[src/rtl/tso_pkg.sv]
package tso_pkg;
  typedef enum logic [2:0] {
    OP_LD         = 3'd0,
    OP_ST         = 3'd1,
    OP_FULL_FENCE = 3'd2,
    OP_LD_FENCE   = 3'd3,
    OP_ST_FENCE   = 3'd4,
    OP_LOCK       = 3'd5,
    OP_UNLOCK     = 3'd6
  } op_e;
endpackage

[src/rtl/tso_wbuf.sv]
module tso_wbuf #(
  parameter int DEPTH = 2,
  parameter int AW    = 2,
  parameter int DW    = 8
) (
  input  logic          clk_i,
  input  logic          rst_ni,
  input  logic          push_i,
  input  logic [AW-1:0] push_addr_i,
  input  logic [DW-1:0] push_data_i,
  input  logic          pop_i,
  input  logic [AW-1:0] lk_addr_i,
  output logic          full_o,
  output logic          empty_o,
  output logic [AW-1:0] hd_addr_o,
  output logic [DW-1:0] hd_data_o,
  output logic          hit_o,
  output logic [DW-1:0] hit_data_o
);
  localparam int PW = (DEPTH > 1) ? $clog2(DEPTH) : 1;
  localparam int CW = $clog2(DEPTH + 1);

  logic [AW-1:0] addr_q [DEPTH];
  logic [DW-1:0] data_q [DEPTH];
  logic [PW-1:0] head_q, tail_q;
  logic [CW-1:0] cnt_q;

  function automatic logic [PW-1:0] nxt(input logic [PW-1:0] x);
    return (int'(x) == DEPTH - 1) ? '0 : x + 1'b1;
  endfunction

  assign full_o    = (int'(cnt_q) == DEPTH);
  assign empty_o   = (cnt_q == '0);
  assign hd_addr_o = addr_q[head_q];
  assign hd_data_o = data_q[head_q];

  // walk oldest to newest so the newest match wins
  always_comb begin
    int idx;
    hit_o      = 1'b0;
    hit_data_o = '0;
    for (int i = 0; i < DEPTH; i++) begin
      idx = int'(head_q) + i;
      if (idx >= DEPTH) idx = idx - DEPTH;
      if (i < int'(cnt_q) && addr_q[idx] == lk_addr_i) begin
        hit_o      = 1'b1;
        hit_data_o = data_q[idx];
      end
    end
  end

  always_ff @(posedge clk_i or negedge rst_ni) begin
    if (!rst_ni) begin
      head_q <= '0;
      tail_q <= '0;
      cnt_q  <= '0;
    end else begin
      if (push_i) tail_q <= nxt(tail_q);
      if (pop_i)  head_q <= nxt(head_q);
      cnt_q <= cnt_q + CW'(push_i) - CW'(pop_i);
    end
  end

  always_ff @(posedge clk_i) begin
    if (push_i) begin
      addr_q[tail_q] <= push_addr_i;
      data_q[tail_q] <= push_data_i;
    end
  end
endmodule

[src/rtl/tso_rr_arb.sv]
module tso_rr_arb #(
  parameter int N  = 2,
  parameter int IW = 1
) (
  input  logic          clk_i,
  input  logic          rst_ni,
  input  logic [N-1:0]  req_i,
  output logic [N-1:0]  gnt_o,
  output logic [IW-1:0] idx_o,
  output logic          any_o
);
  logic [IW-1:0] last_q;

  always_comb begin
    int c;
    gnt_o = '0;
    idx_o = '0;
    any_o = 1'b0;
    for (int k = 1; k <= N; k++) begin
      c = int'(last_q) + k;
      if (c >= N) c = c - N;
      if (!any_o && req_i[c]) begin
        any_o    = 1'b1;
        idx_o    = IW'(c);
        gnt_o[c] = 1'b1;
      end
    end
  end

  always_ff @(posedge clk_i or negedge rst_ni) begin
    if (!rst_ni)    last_q <= IW'(N - 1);
    else if (any_o) last_q <= idx_o;
  end
endmodule

[src/rtl/tso_mem_sub.sv]
module tso_mem_sub #(
  parameter int N_PORTS  = 2,
  parameter int AW       = 2,
  parameter int DW       = 8,
  parameter int WB_DEPTH = 2,
  localparam int IW = (N_PORTS > 1) ? $clog2(N_PORTS) : 1
) (
  input  logic                  clk_i,
  input  logic                  rst_ni,
  input  logic [N_PORTS-1:0]    cmd_valid_i,
  input  logic [N_PORTS*3-1:0]  cmd_op_i,
  input  logic [N_PORTS*AW-1:0] cmd_addr_i,
  input  logic [N_PORTS*DW-1:0] cmd_data_i,
  output logic [N_PORTS-1:0]    cmd_ready_o,
  input  logic [N_PORTS-1:0]    drain_en_i,
  output logic                  rsp_valid_o,
  output logic [IW-1:0]         rsp_port_o,
  output logic [DW-1:0]         rsp_data_o
);
  localparam int NW = 1 << AW;

  tso_pkg::op_e  op    [N_PORTS];
  logic [AW-1:0] addr  [N_PORTS];
  logic [DW-1:0] wdata [N_PORTS];
  logic [AW-1:0] hd_addr  [N_PORTS];
  logic [DW-1:0] hd_data  [N_PORTS];
  logic [DW-1:0] hit_data [N_PORTS];
  logic [N_PORTS-1:0] unblk, elig, wb_full, wb_empty, wb_hit, push, drain;
  logic [DW-1:0] mem_q [NW];
  logic          lock_held_q;
  logic [IW-1:0] lock_owner_q;
  logic [IW-1:0] gidx;
  logic          gany, ld_fire;
  logic [DW-1:0] ld_data;

  always_comb begin
    logic ok;
    for (int p = 0; p < N_PORTS; p++) begin
      op[p]    = tso_pkg::op_e'(cmd_op_i[3*p +: 3]);
      addr[p]  = cmd_addr_i[AW*p +: AW];
      wdata[p] = cmd_data_i[DW*p +: DW];
      unblk[p] = !lock_held_q || (lock_owner_q == IW'(p));
      case (op[p])
        tso_pkg::OP_LD:         ok = unblk[p];
        tso_pkg::OP_ST:         ok = !wb_full[p];
        tso_pkg::OP_FULL_FENCE: ok = wb_empty[p];
        tso_pkg::OP_LD_FENCE,
        tso_pkg::OP_ST_FENCE:   ok = 1'b1;
        tso_pkg::OP_LOCK:       ok = !lock_held_q && wb_empty[p];
        tso_pkg::OP_UNLOCK:     ok = lock_held_q && (lock_owner_q == IW'(p)) && wb_empty[p];
        default:                ok = 1'b0;
      endcase
      elig[p]  = cmd_valid_i[p] && ok;
      push[p]  = cmd_ready_o[p] && (op[p] == tso_pkg::OP_ST);
      drain[p] = drain_en_i[p] && unblk[p] && !wb_empty[p];
    end
  end

  tso_rr_arb #(.N(N_PORTS), .IW(IW)) u_arb (
    .clk_i (clk_i),
    .rst_ni(rst_ni),
    .req_i (elig),
    .gnt_o (cmd_ready_o),
    .idx_o (gidx),
    .any_o (gany)
  );

  for (genvar g = 0; g < N_PORTS; g++) begin : g_wb
    tso_wbuf #(.DEPTH(WB_DEPTH), .AW(AW), .DW(DW)) u_wb (
      .clk_i      (clk_i),
      .rst_ni     (rst_ni),
      .push_i     (push[g]),
      .push_addr_i(addr[g]),
      .push_data_i(wdata[g]),
      .pop_i      (drain[g]),
      .lk_addr_i  (addr[g]),
      .full_o     (wb_full[g]),
      .empty_o    (wb_empty[g]),
      .hd_addr_o  (hd_addr[g]),
      .hd_data_o  (hd_data[g]),
      .hit_o      (wb_hit[g]),
      .hit_data_o (hit_data[g])
    );
  end

  assign ld_fire = gany && (op[gidx] == tso_pkg::OP_LD);
  assign ld_data = wb_hit[gidx] ? hit_data[gidx] : mem_q[addr[gidx]];

  // same-address drains in one cycle: higher port index lands last
  always_ff @(posedge clk_i or negedge rst_ni) begin
    if (!rst_ni) begin
      for (int i = 0; i < NW; i++) mem_q[i] <= '0;
    end else begin
      for (int p = 0; p < N_PORTS; p++)
        if (drain[p]) mem_q[hd_addr[p]] <= hd_data[p];
    end
  end

  always_ff @(posedge clk_i or negedge rst_ni) begin
    if (!rst_ni) begin
      lock_held_q  <= 1'b0;
      lock_owner_q <= '0;
    end else if (gany && op[gidx] == tso_pkg::OP_LOCK) begin
      lock_held_q  <= 1'b1;
      lock_owner_q <= gidx;
    end else if (gany && op[gidx] == tso_pkg::OP_UNLOCK) begin
      lock_held_q  <= 1'b0;
    end
  end

  always_ff @(posedge clk_i or negedge rst_ni) begin
    if (!rst_ni) begin
      rsp_valid_o <= 1'b0;
      rsp_port_o  <= '0;
      rsp_data_o  <= '0;
    end else begin
      rsp_valid_o <= ld_fire;
      if (ld_fire) begin
        rsp_port_o <= gidx;
        rsp_data_o <= ld_data;
      end
    end
  end
endmodule

[config.mk]
export PLATFORM = sky130hd
export DESIGN_NAME = tso_mem_sub
export DESIGN_NICKNAME = d
export VERILOG_FILES = /design/src/rtl/tso_pkg.sv /design/src/rtl/tso_wbuf.sv /design/src/rtl/tso_rr_arb.sv /design/src/rtl/tso_mem_sub.sv
export SDC_FILE = /design/constraint.sdc
export NUM_CORES = 1
export LEC_CHECK = 0
export ABC_AREA = 1
export BUFFER_PORTS_ARGS = -buffer_cell sky130_fd_sc_hd__buf_2
export CORE_UTILIZATION = 57
export CTS_CLUSTER_SIZE = 24
export DETAILED_ROUTE_END_ITERATION = 16
export PLACE_DENSITY = 0.73
export SYNTH_ARGS = -nofsm -noshare
export SYNTH_HDL_FRONTEND = slang
export SYNTH_HIERARCHICAL = 1
export SYNTH_SLANG_ARGS = --single-unit
[constraint.sdc]
create_clock -name clk_i -period 2.85 [get_ports clk_i]
set_input_delay 0.285 -clock clk_i [delete_from_list [all_inputs] [get_ports clk_i]]
set_output_delay 0.285 -clock clk_i [all_outputs]
set_load 0.005 [all_outputs]
==> metrics.md <==
| Metric | Value |
|---|---|
| Clock-pin slew reported for the worst setup and hold paths after clock tree synthesis | about 0.11 ns |
| Net switching power figure | 0.003191 W |
| Largest area contributor in the synthesized netlist | sky130_fd_sc_hd__dfrtp_1 |
| Worst Setup Start Kind | register |
| Critical-path top delay cell | sky130_fd_sc_hd__dfrtp_1 |
| Final estimated routing congestion in global placement | ~0.88 |
| Element type at the critical path end | register |
| Number of buffers on the longest clock path | 2 |
| Core Region | about 10000 µm² |
| Cells after Synth | 875 |
| CTS Buf Count | 9 |
| TritonCTS clock tree | done |
| Antenna violations before repair | 0 |
| Synthesized-area fraction occupied by and/or/nand/nor cells | 37.62% |
| Number of max-slew violations in the final report | 0 |
| Final critical delay including setup and external delays | 2.563 ns |
| Number of diodes | 0 |
| Count of flip-flops with a built-in enable after synthesis | 40 |
| Buffers on Ports | 43 |
| Logic gate share of total power | ~54% |
| Complex-gate fraction of the synthesized area | between 7 and 8% |
| Final Net Count | 958 |
| Main combinational cell family by area after synthesis | simple AND/OR/NAND/NOR gates |
| Result of the run | complete, no violations |
| Max-slew headroom at the worst pin | about 28% |
| Maximum net fanout on the critical path | 10 |
| Worst supply voltage drop on vdd | 0.4272 mV |
| Global route total overflow | 0 |
| Transition at the pin with the smallest max-transition slack | approximately 1.1 ns |
| Final wirelength | around 16000 µm |
| Vertical extent of the die | between 100 and 150 µm |
| Clock latency of the later-clocked register in the worst-skew pair | slightly below 0.4 ns |
| Clock Skew | ~0.012 ns |
| Number of primary I/O pins | 44 |
| Layout overhead on the synthesized area | 8.941% |
| Clock network power share | roughly 15% |
| Total Neg Setup Slack | 0 ns |
| Largest cells by area after synthesis | sky130_fd_sc_hd__dfrtp_1 21%, sky130_fd_sc_hd__edfxtp_1 19%, sky130_fd_sc_hd__nand2_1 17% |
| Share of flip-flops with an asynchronous set or reset after synthesis | 56.99% |
| Final Hold Violating Endpoints | 0 |
| Overall power | around 0.0066 W |
| Post-synthesis net count | 911 |
| RSZ-0062 raised after global routing | false |
| Length of the first detailed-routing pass in iterations | 5 |
| Detailed placement HPWL | between 10000 and 15000 µm |
| Xor and xnor fraction of the mapped netlist area | 1.130% |
| Share of the synthesized area in the top cell type | between 20% and 30% |
| CTS Root Buffer Type | sky130_fd_sc_hd__clkbuf_8 |
| Maximum number of pins on one net before global-route repair | 43 |
| Die width | between 100 and 150 µm |
| Worst path cell trace | inv_1, nand2_1, inv_1, inv_2, nor2_1, o21ai_1, nor2_1, nor2_1, nor2_1, nand2_1, inv_1, nor2_4, buf_4, buf_4, o21ai_2, nand3_1, nand3_1, nand2_1, nand2_1 |
| Setup CP Type | register to register |
| Post-synthesis sequential element count | just over 90 |
| Highest attainable clock frequency | 390.2 MHz |
| Top flip-flop cell by instance count after synthesis | sky130_fd_sc_hd__dfrtp_1 |
| Starting Density | 59.52% |
| Type of the most critical hold path | input port to register |
| Cell-internal power | 0.003378 W |
| Final Hold Slack | approximately 0.077 ns |
| Adder and majority gate portion of the synthesized area | less than 1% |
| Delay of the slowest critical-path stage | 0.46 ns |
| First-pass GRT wire length | between 20000 and 30000 µm |
| Pleak | roughly 3.6 nW |
| Number of global-route vias before repair | approximately 5400 |
| Required time of the worst setup path | about 3.2 ns |
| Clock sink total | 93 |
| Sequential-to-total area share from yosys stat | around two fifths |
| Total power per unit cell area | 972.5 nW/µm² |
| Proportion of synthesized area in mux cells | 0% |
| Iteration-0 DRC count of the detailed router | between 400 and 500 |
| Number of fill cells | between 900 and 1000 |
| Synth cell count leaders | 280 x sky130_fd_sc_hd__nand2_1, 125 x sky130_fd_sc_hd__inv_1, 123 x sky130_fd_sc_hd__nand3_1 |
| Synth Area per Inst | 7.085 µm² |
| Number of routed nets with antenna violations | 0 |
| Final period util | 89.92% |
| Switching part of the total power | between 40 and 50% |
| Total die area | roughly 11000 µm² |
| Setup Viol. Count Final | 0 |
| Routed length per placed instance | between 15 and 20 µm |
| Total vias in the final route | approximately 5700 |
| Share of final-layout standard cells stronger than drive strength 1 | roughly 15% |
| H-tree Lvls | 3 |
| Ys Warns | 6 |
| Post-synthesis instance area | 6200 µm² |
| Sequential share of power | 31.2% |
| GR Util All Layers | a little under a third |
| DRC violations left | 0 |
| Most frequent cell after synthesis | sky130_fd_sc_hd__nand2_1 |
| Data arrival, critical path | 2.89 ns |
| Placement Rows | 37 |
| Number of library cell types mapped by synthesis | 32 |
| Number of maximum-capacitance constraint violations | 0 |
| Vias per Instance | approximately 5.4 |
-- layer usage --
layer | GRT usage (%) | wire length, µm
met5 | 0 | 0
met4 | 15.48 | 799
met3 | 5.089 | 864
met2 | 50.93 | 7772
met1 | 38.20 | 6762
-- state kept, by name (all words and copies together) (netlist names) --
signal,flops
rsp_data_o,8
rsp_port_o,1
mem_q,32
lock_owner_q,1
lock_held_q,1
g_wb.u_wb/data_q,32
g_wb.u_wb/cnt_q,4
rsp_valid_o,1
g_wb.u_wb/tail_q,2
u_arb/last_q,1
g_wb.u_wb/head_q,2
g_wb.u_wb/addr_q,8
-- placed cells by master (no fill, tap or decap), drive strengths merged --
cell	netlist	final
dfstp	1	1
or2	1	1
o21ai	92	92
clkinv	2	3
xor2	4	4
o21a	1	1
bufinv	0	1
edfxtp	40	40
clkinvlp	0	1
inv	137	141
o211ai	1	1
nand2	305	305
dfrtp	52	52
and2	1	1
clkbuf	1	9
buf	25	62
ha	4	4
a21oi	1	1
nand3	130	130
nor2	73	73
xnor2	4	4
-- final cells by class --
class                      count  area [µm²]  share of cell area [%]
clock buffer                   9       123.9                   1.834
multi-input combinational    617        2958                   43.79
inverter                     139       528.0                   7.818
sequential                    93        2529                   37.44
timing repair buffer          62       357.8                   5.298
tap                          136       170.2                   2.519
clock inverter                 7       87.58                   1.297
-- per-stage QoR --
step,instance area [µm²],instances,utilization (%),setup WS (ns)
detailed placement,6521,1047,62.61,0.08800
floorplan,6200,875,-,0.3113
finish,6754,1063,64.84,0.2872
global placement,6521,1047,62.61,0.1588
global route,6754,1063,64.84,0.06923
CTS,6733,1063,64.64,0.07054
-- timing repair --
| action | CTS | global route |
|---|---|---|
| resized for setup | 0 | 5 |
| setup endpoints to repair | 0 | 8 |
| buffers inserted | 0 | 0 |
| hold buffers | 0 | 0 |
-- power groups by stage --
stage | Sequential (W) | Clock, W | Combinational [W]
after global placement | 0.00206 | 0 | 0.00339
after global routing | 0.00209 | 0.00103 | 0.00399
final | 0.00205 | 0.000964 | 0.00355
after floorplan | 0.00202 | 0 | 0.00269
after detailed placement | 0.00207 | 0 | 0.00349
after CTS | 0.00205 | 0.000979 | 0.00350
-- critical path: cells and delay by family, from the launching register on --
family                 cells  cell delay (ns)
AOI/OAI and AO/OA          2             0.44
and+or+nand+nor           11             0.94
DFF                        1             0.46
buffers and inverters      6             0.66
-- worst paths after layout --
path                                            startpoint                                  end  slack, ns  cells after the start
setup / recovery           g_wb[0].u_wb/cnt_q[1]$_DFF_PN0_            rsp_data_o[4]$_DFFE_PN0P_       0.29                     19
hold / removal                               cmd_data_i[6]  g_wb[0].u_wb/data_q[1][6]$_DFFE_PP_       0.08                      1
setup reg to reg           g_wb[0].u_wb/cnt_q[1]$_DFF_PN0_            rsp_data_o[4]$_DFFE_PN0P_       0.29                     19
hold reg to reg            g_wb[0].u_wb/tail_q$_DFFE_PN0P_      g_wb[0].u_wb/tail_q$_DFFE_PN0P_       0.51                      1
max in group asynchronous                           rst_ni             u_arb/last_q$_DFFE_PN1P_       1.97                      2
min in group asynchronous                           rst_ni                  mem_q[13]$_DFF_PN0_       0.09                      1
-- cells by family after synthesis --
group | Yosys count
and+or+nand+nor | 510
buffers and inverters | 165
AOI/OAI and AO/OA | 95
DFF | 93
xor gates and xnor gates | 8
adders and majority gates | 4
(Power assumes the default switching activity.)
